<file path="src/rtl/dbgcpu_pkg.sv">
package dbgcpu_pkg;

    localparam logic [3:0] OPC_NOP    = 4'h0;
    localparam logic [3:0] OPC_WR32   = 4'h3;
    localparam logic [3:0] OPC_RD32   = 4'h7;
    localparam logic [3:0] OPC_REGWR  = 4'h9;
    localparam logic [3:0] OPC_REGSEL = 4'hD;

    typedef enum logic [3:0] {
        S_IDLE,
        S_RFETCH,
        S_RSHIFT,
        S_RCRC,
        S_RDONE,
        S_WSTART,
        S_WDATA,
        S_WCRC,
        S_WDONE
    } burst_st_e;

endpackage

</file>
<file path="src/rtl/dbgcpu_crc.sv">
module dbgcpu_crc #(
    parameter int          W    = 32,
    parameter logic [W-1:0] POLY = 32'hEDB88320,
    parameter logic [W-1:0] INIT = '1
) (
    input  logic         clk,
    input  logic         rst_n,
    input  logic         clr,
    input  logic         adv,
    input  logic         din,
    output logic [W-1:0] crc
);

    logic [W-1:0] crc_d, crc_q;

    always_comb begin
        crc_d = crc_q;
        if (clr) begin
            crc_d = INIT;
        end else if (adv) begin
            crc_d = (crc_q >> 1) ^ (((crc_q[0] ^ din) == 1'b1) ? POLY : '0);
        end
    end

    always_ff @(posedge clk) begin
        if (!rst_n) crc_q <= INIT;
        else        crc_q <= crc_d;
    end

    assign crc = crc_q;

    AST_CRC_HOLD: assert property (@(posedge clk) disable iff (!rst_n)
        !clr && !adv |=> $stable(crc));

endmodule

</file>
<file path="src/rtl/dbgcpu_ctrl.sv">
module dbgcpu_ctrl #(
    parameter int CW = 2,
    parameter int IW = 1
) (
    input  logic          clk,
    input  logic          rst_n,
    input  logic          wr_en,
    input  logic [IW-1:0] wr_idx,
    input  logic [CW-1:0] wr_data,
    input  logic          sel_en,
    input  logic [IW-1:0] sel_idx,
    output logic [CW-1:0] ctrl,
    output logic [CW-1:0] rd_val
);

    typedef struct packed {
        logic [CW-1:0] ctrl;
        logic [IW-1:0] idx;
    } ctrl_st_t;

    ctrl_st_t r_d, r_q;

    always_comb begin
        r_d = r_q;
        if (wr_en && wr_idx == '0) r_d.ctrl = wr_data;
        if (sel_en)                r_d.idx  = sel_idx;
    end

    always_ff @(posedge clk) begin
        if (!rst_n) r_q <= '0;
        else        r_q <= r_d;
    end

    assign ctrl   = r_q.ctrl;
    assign rd_val = (r_q.idx == '0) ? r_q.ctrl : '0;

    AST_CTRL_HOLD: assert property (@(posedge clk) disable iff (!rst_n)
        !wr_en |=> $stable(ctrl));
    AST_IDX_HOLD: assert property (@(posedge clk) disable iff (!rst_n)
        !sel_en |=> $stable(r_q.idx));

endmodule

</file>
<file path="src/rtl/dbgcpu_top.sv">
module dbgcpu_top #(
    parameter int DW    = 32,
    parameter int AW    = 16,
    parameter int CNT_W = 16,
    parameter int CW    = 2
) (
    input  logic          clk,
    input  logic          rst_n,
    input  logic          sel,
    input  logic          capture_en,
    input  logic          shift_en,
    input  logic          update_en,
    input  logic          tdi,
    output logic          tdo,
    output logic          stall,
    output logic          cpu_rst,
    output logic          reg_req,
    output logic          reg_we,
    output logic [AW-1:0] reg_addr,
    output logic [DW-1:0] reg_wdata,
    input  logic [DW-1:0] reg_rdata,
    input  logic          reg_ack
);
    import dbgcpu_pkg::*;

    localparam int CMD_W    = 1 + 4 + 32 + CNT_W;
    localparam int FLAG_POS = CMD_W - 1;
    localparam int OP_LO    = CMD_W - 5;
    localparam int IDX_POS  = CMD_W - 6;
    localparam int ADDR_LO  = CNT_W;
    localparam int BC_W     = $clog2(DW);
    localparam logic [BC_W-1:0] LAST_BIT = BC_W'(DW - 1);

    typedef struct packed {
        burst_st_e        st;
        logic [CMD_W-1:0] cmd;
        logic [CW-1:0]    osr;
        logic [AW-1:0]    addr;
        logic [CNT_W-1:0] left;
        logic [DW-1:0]    word;
        logic [DW-1:0]    wdata;
        logic [DW-1:0]    rx;
        logic [BC_W-1:0]  bitc;
        logic             stat;
        logic             req;
        logic             we;
        logic             match;
    } top_st_t;

    top_st_t r_d, r_q;

    logic          ctl_wr, ctl_sel;
    logic [CW-1:0] ctl_val, ctl_rd;
    logic          crc_clr, crc_adv, crc_bit;
    logic [DW-1:0] crc_val;
    logic          shift_hit, upd_hit;
    logic [DW-1:0] nword, nrx;
    logic [3:0]    opc;
    logic [CNT_W-1:0] cnt;

    assign shift_hit = sel && shift_en;
    assign upd_hit   = sel && update_en;
    assign opc       = r_q.cmd[OP_LO +: 4];
    assign cnt       = r_q.cmd[CNT_W-1:0];
    assign nword     = {tdi, r_q.word[DW-1:1]};
    assign nrx       = {tdi, r_q.rx[DW-1:1]};

    always_comb begin
        r_d     = r_q;
        ctl_wr  = 1'b0;
        ctl_sel = 1'b0;
        crc_clr = 1'b0;
        crc_adv = 1'b0;
        crc_bit = 1'b0;

        if (shift_hit) r_d.cmd = {tdi, r_q.cmd[CMD_W-1:1]};
        if (sel && capture_en && r_q.st == S_IDLE) r_d.osr = ctl_rd;

        if (r_q.req && reg_ack) begin
            r_d.req  = 1'b0;
            r_d.addr = r_q.addr + 1'b1;
            if (!r_q.we) begin
                r_d.word = reg_rdata;
                r_d.left = r_q.left - 1'b1;
                r_d.st   = S_RSHIFT;
                r_d.bitc = '0;
            end
        end

        case (r_q.st)
            S_IDLE: if (shift_hit) r_d.osr = r_q.osr >> 1;
            S_RSHIFT: if (shift_hit) begin
                if (!r_q.stat) begin
                    r_d.stat = 1'b1;
                end else begin
                    crc_adv  = 1'b1;
                    crc_bit  = r_q.word[0];
                    r_d.word = r_q.word >> 1;
                    r_d.bitc = r_q.bitc + 1'b1;
                    if (r_q.bitc == LAST_BIT) begin
                        if (r_q.left != '0) begin
                            r_d.st  = S_RFETCH;
                            r_d.req = 1'b1;
                            r_d.we  = 1'b0;
                        end else begin
                            r_d.st   = S_RCRC;
                            r_d.bitc = '0;
                        end
                    end
                end
            end
            S_RCRC: if (shift_hit) begin
                r_d.bitc = r_q.bitc + 1'b1;
                if (r_q.bitc == LAST_BIT) r_d.st = S_RDONE;
            end
            S_WSTART: if (shift_hit && tdi) begin
                r_d.st   = S_WDATA;
                r_d.bitc = '0;
            end
            S_WDATA: if (shift_hit) begin
                crc_adv  = 1'b1;
                crc_bit  = tdi;
                r_d.word = nword;
                r_d.bitc = r_q.bitc + 1'b1;
                if (r_q.bitc == LAST_BIT) begin
                    r_d.wdata = nword;
                    r_d.req   = 1'b1;
                    r_d.we    = 1'b1;
                    r_d.left  = r_q.left - 1'b1;
                    r_d.bitc  = '0;
                    if (r_q.left == CNT_W'(1)) r_d.st = S_WCRC;
                end
            end
            S_WCRC: if (shift_hit) begin
                r_d.rx   = nrx;
                r_d.bitc = r_q.bitc + 1'b1;
                if (r_q.bitc == LAST_BIT) begin
                    r_d.match = (nrx == crc_val);
                    r_d.st    = S_WDONE;
                end
            end
            default: ;
        endcase

        if (upd_hit) begin
            if (r_q.st != S_IDLE) begin
                r_d.st  = S_IDLE;
                r_d.req = 1'b0;
            end else if (!r_q.cmd[FLAG_POS]) begin
                case (opc)
                    OPC_REGWR:  ctl_wr  = 1'b1;
                    OPC_REGSEL: ctl_sel = 1'b1;
                    OPC_RD32: if (cnt != '0) begin
                        r_d.st   = S_RFETCH;
                        r_d.addr = r_q.cmd[ADDR_LO +: AW];
                        r_d.left = cnt;
                        r_d.req  = 1'b1;
                        r_d.we   = 1'b0;
                        r_d.stat = 1'b0;
                        crc_clr  = 1'b1;
                    end
                    OPC_WR32: if (cnt != '0) begin
                        r_d.st    = S_WSTART;
                        r_d.addr  = r_q.cmd[ADDR_LO +: AW];
                        r_d.left  = cnt;
                        r_d.match = 1'b0;
                        crc_clr   = 1'b1;
                    end
                    default: ;
                endcase
            end
        end
    end

    always_ff @(posedge clk) begin
        if (!rst_n) r_q <= '{st: S_IDLE, default: '0};
        else        r_q <= r_d;
    end

    dbgcpu_ctrl #(.CW(CW), .IW(1)) u_ctrl (
        .clk     (clk),
        .rst_n   (rst_n),
        .wr_en   (ctl_wr),
        .wr_idx  (r_q.cmd[IDX_POS]),
        .wr_data (r_q.cmd[IDX_POS-1 -: CW]),
        .sel_en  (ctl_sel),
        .sel_idx (r_q.cmd[IDX_POS]),
        .ctrl    (ctl_val),
        .rd_val  (ctl_rd)
    );

    dbgcpu_crc #(.W(DW)) u_crc (
        .clk   (clk),
        .rst_n (rst_n),
        .clr   (crc_clr),
        .adv   (crc_adv),
        .din   (crc_bit),
        .crc   (crc_val)
    );

    always_comb begin
        case (r_q.st)
            S_IDLE:   tdo = r_q.osr[0];
            S_RSHIFT: tdo = r_q.stat ? r_q.word[0] : 1'b1;
            S_RCRC:   tdo = crc_val[r_q.bitc];
            S_WDONE:  tdo = r_q.match;
            default:  tdo = 1'b0;
        endcase
    end

    assign stall     = ctl_val[0];
    assign cpu_rst   = ctl_val[1];
    assign reg_req   = r_q.req;
    assign reg_we    = r_q.we;
    assign reg_addr  = r_q.addr;
    assign reg_wdata = r_q.wdata;

    AST_REQ_HOLD: assert property (@(posedge clk) disable iff (!rst_n)
        reg_req && !reg_ack && !upd_hit |=> reg_req);
    AST_ADDR_STEP: assert property (@(posedge clk) disable iff (!rst_n)
        reg_req && reg_ack && !upd_hit |=> reg_addr == $past(reg_addr) + 1'b1);
    AST_IDLE_NO_REQ: assert property (@(posedge clk) disable iff (!rst_n)
        r_q.st == S_IDLE |-> !reg_req);

endmodule

</file>
<file path="config.mk">
export PLATFORM = sky130hd
export DESIGN_NAME = dbgcpu_top
export DESIGN_NICKNAME = d
export VERILOG_FILES = /design/src/rtl/dbgcpu_pkg.sv /design/src/rtl/dbgcpu_crc.sv /design/src/rtl/dbgcpu_ctrl.sv /design/src/rtl/dbgcpu_top.sv
export SDC_FILE = /design/constraint.sdc
export NUM_CORES = 1
export LEC_CHECK = 0
export ABC_AREA = 1
export ABC_CLOCK_PERIOD_IN_PS = 4400
export BUFFER_PORTS_ARGS = -buffer_cell sky130_fd_sc_hd__buf_2
export CAP_MARGIN = 20
export CORE_MARGIN = 4
export CORE_UTILIZATION = 35
export CTS_BUF_LIST = sky130_fd_sc_hd__clkbuf_4
export CTS_CLUSTER_DIAMETER = 30
export CTS_CLUSTER_SIZE = 14
export DETAILED_ROUTE_END_ITERATION = 10
export GPL_TIMING_DRIVEN = 0
export HOLD_SLACK_MARGIN = 0.06
export SLEW_MARGIN = 5
export SYNTH_ARGS = -nofsm -noshare
export SYNTH_HDL_FRONTEND = slang
export SYNTH_SLANG_ARGS = --single-unit
</file>
<file path="constraint.sdc">
create_clock -name clk -period 4.4 [get_ports clk]
set_clock_uncertainty 0.05 [all_clocks]
set_input_delay 0.44 -clock clk [delete_from_list [all_inputs] [get_ports clk]]
set_output_delay 0.44 -clock clk [all_outputs]
set_load 0.005 [all_outputs]
</file>
Yosys cells after proc, flatten, opt, wreduce, memory -nomap -nowiden
Cells that the tools add are included.
{ "word_totals": {"word_cells": 149, "regBits": 231, "input_bits": 40, "out_inout_bits": 53} }
{ "op_classes": {"add_sub_neg": 3, "reduce_logical": 15, "magnitude_cmp": 1, "n_bitwise": 4, "muxes": 97, "eq_ne": 13} }
{ "op_table": {"columns": ["op", "count"], "rows": [
  ["$mux W32", 9],
  ["$mux W4", 20],
  ["$mux W80", 1],
  ["$mux W64", 1],
  ["$pmux W32 S2", 1],
  ["$mux W5", 10],
  ["$mux W48", 1],
  ["$eq A32 B32 Y1", 1],
  ["$mux W16", 2],
  ["$reduce_bool A16 Y1", 2],
  ["$xor A31 B32 Y32", 1],
  ["$mux W1", 30],
  ["$pmux W5 S5", 1],
  ["$mux W2", 11],
  ["$pmux W4 S5", 1],
  ["$add A16 B1 Y16 const B", 1],
  ["$eq A16 B1 Y1 const B", 1],
  ["$eq A4 B3 Y1 const B", 4],
  ["$sub A16 B1 Y16 const B", 1],
  ["$eq A4 B2 Y1 const B", 3],
  ["$eq A4 B4 Y1 const B", 3],
  ["$mux W8", 1],
  ["$pmux W4 S2", 1],
  ["$logic_and A1 B1 Y1", 7],
  ["other kinds (15)", 19]
]} }

Logic depth before layout (Yosys ltp)
Gate-level depths: netlist of run 1.
{ "depth": {"depth_word": 12, "depth_mapped": 14, "depth_no_buf": 14} }

Modules after synthesis
From an unflattened synthesis of run 1, not the netlist that was laid out.
{ "hier_totals": {"cells_unflattened": 1604, "hier_area_um2": 11136.9} }
{ "by_module_without_submodules": {"columns": ["mod", "cells_each", "instances", "seq_area_each_um2", "area_per_inst_um2"], "rows": [
  ["dbgcpu_top", 1403, 1, 3903.7, 9640.5],
  ["dbgcpu_crc", 176, 1, 640.6, 1338.8],
  ["dbgcpu_ctrl", 25, 1, 60.1, 157.7]
]} }

Worst setup path before layout of run 1
OpenSTA, ideal clock, no wires.
{ "synth_timing": {"kind": "flip-flop to flip-flop", "startpoint": "register r_q[4] (netlist bit)", "endpoint": "register r_q[116] (netlist bit)", "period_less_slack_ps": 1837, "path_buffers": 0, "path_stages_with_launch": 14, "setup_ps": 112, "arrival_ps": 1675, "slack_ps": 2563, "path_cell_list": "dfxtp_1 ha_1 nand2_1 nor2_1 ha_1 inv_1 nor2_8 nand3_4 a21oi_1 nand3_1 nand2_1 nand2_1 nand2_1 nand2_1"} }
{ "synth_between": {"elab_chain_len": 9} }
{ "synth_lines": {"columns": ["item", "line_no", "source"], "rows": [
  ["start: declaration", "dbgcpu_top.sv:50", "top_st_t r_d, r_q;"],
  ["start signal: assignment", "dbgcpu_top.sv:177", "else r_q <= r_d;"],
  ["$eq A5 B5 Y1 *", "dbgcpu_top.sv:125", "if (r_q.bitc == LAST_BIT) begin"],
  ["$mux W16 *", "dbgcpu_top.sv:125", null],
  ["$mux W80 *", "dbgcpu_top.sv:120", "S_WDATA: if (shift_hit) begin"],
  ["$mux W16 *", "dbgcpu_top.sv:90", "case (r_q.st)"],
  ["$mux W32", "dbgcpu_top.sv:153, dbgcpu_top.sv:162", null],
  ["$mux W32", null, null],
  ["$mux W32", "dbgcpu_top.sv:149", "end else if (!r_q.cmd[FLAG_POS]) begin"],
  ["$mux W32", "dbgcpu_top.sv:146", "if (r_q.st != S_IDLE) begin"],
  ["$mux W32 *", "dbgcpu_top.sv:145", "if (upd_hit) begin"]
]} }
Mark *: on every way between the ends. The rest lies on a longest branch, timed or not.
A chain may end at the register's enable or synchronous reset.

Worst setup path after layout of run 1
{ "layout_timing": {"startpoint": "register r_q[4] (netlist bit)", "endpoint": "output port tdo"} }
{ "layout_between": {"elab_chain_len": 3} }
{ "layout_lines": {"columns": ["item", "line_no", "source"], "rows": [
  ["$bmux W1 S5", "dbgcpu_top.sv:205", "S_RCRC: tdo = crc_val[r_q.bitc];"],
  ["$mux W1 (implied by the code)", "dbgcpu_top.sv:205", null],
  ["$pmux W1 S4", "dbgcpu_top.sv:202", "case (r_q.st)"],
  ["end: declaration", "dbgcpu_top.sv:14", "output logic tdo,"]
]} }
No other way between the ends. The select of a mux whose other input is x is not followed.

==> results of run 1 <==
logic make-up (layout without fill, tap and decap cells):
| kind of cell | Yosys count | count (layout) | share of synthesized area [%] |
|---|---|---|---|
| compound gates | 320 | 320 | 15.6 |
| simple gates | 763 | 763 | 28.5 |
| other cells | 0 | 3 | 0 |
| buf+inv | 254 | 470 | 11.5 |
| xor+xnor | 32 | 32 | 2.52 |
| fa+ha+maj | 5 | 5 | 0.562 |
| flops | 230 | 230 | 41.4 |
metrics by stage:
| step | total power [mW] | std cells | instance area [um^2] |
|---|---|---|---|
| after floorplan | 2.29 | 1604 | 11100 |
| after global placement | 2.37 | 2098 | 12100 |
| after detailed placement | 2.37 | 2098 | 12100 |
| after CTS | 4.49 | 2222 | 13200 |
| after global routing | 4.63 | 2225 | 13200 |
| final | 4.44 | 2225 | 13200 |
critical path, delay by kind of cell, from the launching register on:
family	cells	cell delay, ns
buf+inv	3	0.92
simple gates	5	0.44
compound gates	2	0.39
flops	1	0.35
layout by cell type (no fill, tap or decap), types with 2 or more instances in the layout:
cell type      instances
nand3_2                2
clkbuf_1              41
clkinvlp_4             3
nand3b_1               3
clkinv_2              12
bufinv_16              9
nand2_4                4
nand2_2                5
buf_2                108
buf_8                  4
clkbuf_4              54
nand2_1              427
o22ai_1                7
buf_6                  7
o21ai_0              147
inv_1                115
xnor2_1               22
inv_2                 12
dlygate4sd3_1         30
o21ai_1               18
clkinv_4               4
dfxtp_1              230
xor2_1                10
buf_4                 54
a21oi_2               13
clkinv_1              14
nor2_2                 4
nand4_1               13
buf_1                  3
nor3_1                 5
o211ai_1              20
nor2_1               207
nor2_4                 3
ha_1                   5
a21oi_1              109
nand3_1               79
nor3_2                 3
diode_2                3
what timing repair did:
item / in CTS / in global routing
hold buffers: 30 / 0
hold endpoints to repair: 30 / 0
buffers inserted: 0 / 0
registers in the layout, summed over array words and instances, names as in the netlist:
signal / count
u_crc.crc: 32
nword: 31
reg_addr: 16
opc: 4
reg_wdata: 32
u_ctrl.r_q: 1
cnt: 16
reg_req: 1
u_ctrl.ctrl: 2
nrx: 31
r_q: 63
reg_we: 1
report_power, final:
| part | leakage, nW | switching, mW | internal [mW] |
|---|---|---|---|
| sequential | 1.86 | 0.0212 | 2.11 |
| combinational | 3.55 | 0.137 | 0.0757 |
| clock | 0.458 | 0.937 | 1.16 |
| total | 5.88 | 1.10 | 3.35 |
worst max path at each step:
stage                                endpoint  slack (ns)  cells past startpoint
after detailed placement                  tdo        1.89                     10
after floorplan           r_q[116]$_SDFF_PN0_        2.56                     13
final                                     tdo        1.09                     10
after global placement                    tdo        1.92                     10
after CTS                                 tdo        1.10                     10
after global routing                      tdo        0.94                     10
metal layers:
| layer | vias up | GRT usage (%) | routed length [um] |
|---|---|---|---|
| li1 | 5495 | - | - |
| met1 | 4945 | 25.4 | 15400 |
| met2 | 258 | 29.3 | 14500 |
| met3 | 65 | 3.44 | 1880 |
| met4 | 2 | 5.10 | 698 |
| met5 | - | 0 | 7 |
final cells by class:
class / instances / area, um^2 / share of cell area [%]
antenna: 3 / 7.51 / 0.0567
buffer: 125 / 790 / 5.97
clock buffer: 54 / 405 / 3.06
clock inverter: 40 / 433 / 3.27
inverter: 129 / 484 / 3.66
multi-input combinational: 1120 / 5240 / 39.6
sequential: 230 / 4600 / 34.8
tap: 402 / 503 / 3.80
timing repair buffer: 122 / 761 / 5.75
==> results.py, run 1 <==
metrics = {
    "outcome": {
        "status": "completed",
    },
    "clock_tree": {
        "clock_sinks": 230,
        "cts_tree": "yes",
        "path_clk_slew_ns": 0.09,
        "cts_resized": 0,
        "cts_htree_levels": 2,
        "numCtsBuffers": 50,
        "clk_latency_ns": 0.70,
        "ctsLongestPathBuffers": 3,
        "root_buffer": "clkbuf_4",
    },
    "yosys": {
        "synth.most_common_cell": "nand2_1",
        "netlist_instances": 1604,
        "syn_nets": 1649,
        "yosys.area.top_type": "dfxtp_1",
        "synth_ff_type": "dfxtp_1",
        "synth_cell_type_count": 45,
        "ys_warn_count": 0,
        "synth.area.top_cells": "dfxtp_1, nand2_1, nor2_1",
        "synth-seq-cells": 230,
        "synth_edf_count": 0,
        "synth_top_area_share_pct": 41.4,
        "async_flop_share_pct": 0,
        "syn_area_um2": 11100,
        "syn_avg_cell_area_um2": 6.93,
        "synth_seq_area_share_pct": 41.4,
        "yosys-top-cells-count": "nand2_1, dfxtp_1, nor2_1, o21ai_0, inv_1",
    },
    "setup_path": {
        "crit_chain": "clkbuf_1 -> clkbuf_1 -> o21ai_0 -> a21oi_1 -> nand3_1 -> nand3_1 -> nand2_1 -> nand2_1 -> nand2_1 -> buf_2",
        "path_class": "register to output pin",
        "critPathLaunch": "r_q[4]$_SDFF_PN0_",
        "cp_max_fo": 10,
        "cp_slowest_cell": "clkbuf_1",
        "r2r_slack_ns": 2.11,
        "critical_path_arrival_ns": 2.82,
        "cp_slowest_stage_delay_ns": 0.43,
        "cpMostUsedCell": "nand2_1",
        "crit_path_start_kind": "register",
        "crit_required_ns": 3.91,
        "reg2reg_from": "r_q[4]$_SDFF_PN0_",
        "cp-end-kind": "output pin",
        "reg2regPathDepth": 13,
        "r2r-end": "r_q[116]$_SDFF_PN0_",
    },
    "sta": {
        "final_hold_viol_count": 0,
        "hold_ws_ns": 0.103,
        "drv_slew": 0,
        "rsz0062_at_grt": "false",
        "finalSetupViolCount": 0,
        "fin_crit_ns": 3.31,
        "fin_setup_tns_ns": 0,
        "finalCritPeriodShare_pct": 75.2,
        "fin_ws_ns": 1.09,
        "timing.slew.headroom_pct": 45.7,
        "fmax_ghz": 0.302,
        "tightest_slew_ns": 0.814,
    },
    "placement": {
        "gp_congestion": 0.906,
        "dp_hpwl_mm": 23.6,
        "place_worst_setup_slack_ns": 1.89,
        "port_buffers": 92,
    },
    "grt": {
        "grt.total_usage_pct": 18.3,
        "grt_pass1_wl_mm": 51.6,
        "antenna_found_initial": 2,
        "grt_pass1_vias": 10000,
        "grt.overflow.total": 0,
        "grt_max_degree": 14,
    },
    "power": {
        "p_leak_nw": 5.88,
        "p_per_area_nw_per_um2": 336,
        "peakVddDrop_v": 0.000197,
    },
    "die": {
        "die_h_um": 186,
        "die-area_um2": 34700,
        "start_util_pct": 35.3,
        "ios": 93,
        "die_w_um": 186,
        "fp.coreArea_um2": 31500,
        "rows": 65,
    },
    "final_layout": {
        "nNetsFinal": 1823,
        "fill_cells": 3274,
        "drive_gt1_share_pct": 16.8,
        "area_growth_syn_to_layout_pct": 19.0,
        "final_util_pct": 42.0,
    },
    "drt": {
        "drtPass1Iterations": 5,
        "num_vias": 10800,
        "first_iter_violations": 584,
        "routed_wirelength_mm": 32.4,
        "drc": 0,
        "detail-route-antenna-nets": 0,
        "viasPerCell": 4.84,
        "wl_per_cell_um": 14.6,
    },
    "hold_path": {
        "worstHoldEndpoint": "nword[10]$_SDFF_PN0_",
        "hold_path_depth": 5,
        "hold_path_startpoint": "reg_rdata[11]",
        "hp-class": "primary input to register",
    },
    "flow_run": {
        "maxCapViolCount": 0,
    },
}
No activity file was read; power rests on OpenSTA's default activity.
==> run 2: changes to the inputs <==
- ABC_AREA: 1 -> 0
- ABC_CLOCK_PERIOD_IN_PS: 4400 -> 2650
- clock period: 4.4 -> 2.65 ns (I/O delays scaled with it)
==> run 2 against run 1 <==
  * Critical endpoint unchanged
  * Die area down 6.4%
  * Wire length down 9.6%
  * Worst hold slack better by 0.13 ns
  * Critical path type unchanged
==> results.py, run 2 <==
metrics = {
    "yosys": {
        "yosys-top-cells-count": "nand2_1, dfxtp_1, a21oi_1, clkbuf_1, nor2_1",
        "syn_avg_cell_area_um2": 7.86,
        "synth_xor_area_share_pct": 5.15,
        "synth_seq_area_share_pct": 44.3,
        "synth_ff_type": "dfxtp_1",
        "synth.area.top_cells": "dfxtp_1, nand2_1, a21oi_1",
        "synth.area.mux_share_pct": 2.46,
        "async_flop_share_pct": 0,
        "synth_adder_area_share_pct": 0.602,
        "ys_warn_count": 0,
        "syn_nets": 1366,
        "synth-seq-cells": 230,
        "synth_compound_area_share_pct": 14.2,
        "netlist_instances": 1321,
        "synth_top_area_share_pct": 44.3,
        "syn_area_um2": 10400,
        "synth_edf_count": 0,
        "synth_top_family_by_area": "simple AND/OR/NAND/NOR gates",
        "yosys.area_share.simple_pct": 26.0,
        "synth_cell_type_count": 62,
        "synth.most_common_cell": "nand2_1",
        "yosys.area.top_type": "dfxtp_1",
    },
    "clock_tree": {
        "root_buffer": "clkbuf_4",
        "cts_tree": "yes",
        "numCtsBuffers": 57,
        "cts_htree_levels": 2,
        "clk_latency_ns": 0.71,
        "clock_sinks": 230,
        "path_clk_slew_ns": 0.07,
        "ctsLongestPathBuffers": 3,
    },
    "placement": {
        "dp_hpwl_mm": 20.5,
        "dp.cells": 1795,
        "gp_congestion": 0.854,
        "port_buffers": 90,
    },
    "drt": {
        "routed_wirelength_mm": 29.3,
        "drc": 0,
        "viasPerCell": 5.04,
        "detail-route-antenna-nets": 0,
        "drtPass1Iterations": 5,
        "num_vias": 9773,
        "wl_per_cell_um": 15.1,
        "first_iter_violations": 514,
    },
    "grt": {
        "grt_pass1_vias": 9273,
        "grt_max_degree": 17,
        "grt_use_met2_pct": 28.6,
        "grt.total_usage_pct": 17.3,
        "grt_pass1_wl_mm": 47.5,
        "grt.busiest_layer": "met2",
        "met3_usage_pct": 3.84,
        "grt.overflow.total": 0,
        "met1_usage_pct": 22.8,
        "antenna_found_initial": 2,
    },
    "hold_path": {
        "hp-class": "primary input to register",
        "hold_path_startpoint": "sel",
    },
    "die": {
        "start_util_pct": 35.8,
        "die_h_um": 180,
        "rows": 62,
        "fp.coreArea_um2": 29000,
        "die_w_um": 180,
        "ios": 93,
        "die-area_um2": 32500,
    },
    "sta": {
        "final_hold_viol_count": 0,
        "finalCritPeriodShare_pct": 98.2,
        "rsz0062_at_grt": "true",
        "fmax_ghz": 0.384,
        "fin_crit_ns": 2.60,
        "drv_slew": 0,
        "tightest_slew_ns": 0.934,
        "timing.slew.headroom_pct": 37.8,
        "finalSetupViolCount": 0,
        "hold_ws_ns": 0.230,
    },
    "final_layout": {
        "final_common_cell": "nand2_1",
        "largest_register_ffs": 63,
        "nNetsFinal": 1559,
        "drive_gt1_share_pct": 17.9,
        "largest_register": "r_q",
        "mostFrequentLayoutCells": "nand2_1, dfxtp_1, a21oi_1",
        "area_growth_syn_to_layout_pct": 22.0,
        "layout.cells.non_filler": 1941,
    },
    "setup_path": {
        "cp_slowest_stage_delay_ns": 0.52,
        "critPathLaunch": "r_q[4]$_SDFF_PN0_",
        "path_class": "register to output pin",
        "crit_chain": "buf_12 -> mux4_2 -> mux2i_2 -> nand2_1 -> nand4b_1 -> nand3_2 -> buf_2",
        "critical_path_arrival_ns": 2.29,
        "cp_max_fo": 5,
        "crit_required_ns": 2.34,
        "crit_path_start_kind": "register",
        "cp_slowest_cell": "mux4_2",
        "r2r_slack_ns": 0.18,
        "reg2reg_from": "r_q[105]$_SDFF_PN0_",
        "cp-end-kind": "output pin",
    },
    "power": {
        "peakVddDrop_v": 0.000303,
        "p_leak_nw": 4.79,
        "p_per_area_nw_per_um2": 536,
    },
    "flow_run": {
        "maxCapViolCount": 0,
    },
    "outcome": {
        "status": "completed",
    },
}
==> run 2: cell types whose count changed in the layout (fill, tap and decap cells not counted), sizes merged, moves of 35 or more <==
cell and delta:
clkbuf +50, inv -113, nand2 -60, nand3 -35, nor2 -139, o21ai -143
==> run 2: metal layers <==
layer  share of wire (%)  vias up
met2                  46      280
met3                 6.3       47
met4                 2.0        0
met5                   0        -
met1                  45     4538
li1                    -     4908
==> run 2: path summary, 6_finish.rpt <==
kind,to,cells after the start
min,r_q[191]$_SDFFE_PN0N_,3
max reg2reg,r_q[6]$_SDFF_PN0_,7
min reg2reg,cnt[8]$_SDFFE_PN0N_,2
max,tdo,7
==> run 2: metrics by stage <==
stage               util (%)  total power, mW  TNS (ns)  worst slack [ns]  cell area (um^2)
floorplan                  -             3.62         0             0.318             10400
global placement        39.0             3.70    -11.32            -0.303             11300
detailed placement      39.0             3.70     -9.54            -0.281             11300
CTS                     43.2             6.88   -0.0723           -0.0723             12500
global route            43.6             7.08   -0.0532           -0.0532             12700
finish                  43.6             6.79         0            0.0467             12700
==> run 2: critical path, delay by kind of cell, from the launching register on <==
family | cells | cell delay [ns]
buffers and inverters | 2 | 0.27
flip-flops | 1 | 0.39
multiplexers | 2 | 0.72
AND/OR/NAND/NOR | 3 | 0.28
==> run 2: logic make-up after synthesis <==
logic type / count (synthesis)
buffers and inverters: 152
flip-flops: 230
XOR/XNOR: 61
adder cells (fa/ha/maj): 5
multiplexers: 18
AND/OR/NAND/NOR: 610
AO/OA/AOI/OAI: 245
==> run 2: power breakdown <==
| group | switching, mW | internal, mW | total, mW |
|---|---|---|---|
| Clock | 1.51 | 1.60 | 3.12 |
| Combinational | 0.135 | 0.0791 | 0.214 |
| Sequential | 0.00163 | 3.45 | 3.46 |
| Total | 1.65 | 5.14 | 6.79 |
==> run 2: layout make-up <==
class | instances | area, um^2
clock buffer | 66 | 495
tap | 384 | 480
multi-input combinational | 939 | 5120
buffer | 138 | 741
fill | 3013 | 16300
sequential | 230 | 4610
timing repair buffer | 136 | 908
clock inverter | 34 | 258
inverter | 12 | 45.0
antenna | 2 | 5.00
==> run 2: what timing repair did <==
action                                  4_1_cts  5_1_grt
setup buffers                                 0        7
cloned                                        0        1
endpoints found under the setup margin       82       87
pin swaps                                     3        2
hold buffers                                 38        0
hold endpoints to repair                     46        0
gates resized for setup                      23       28
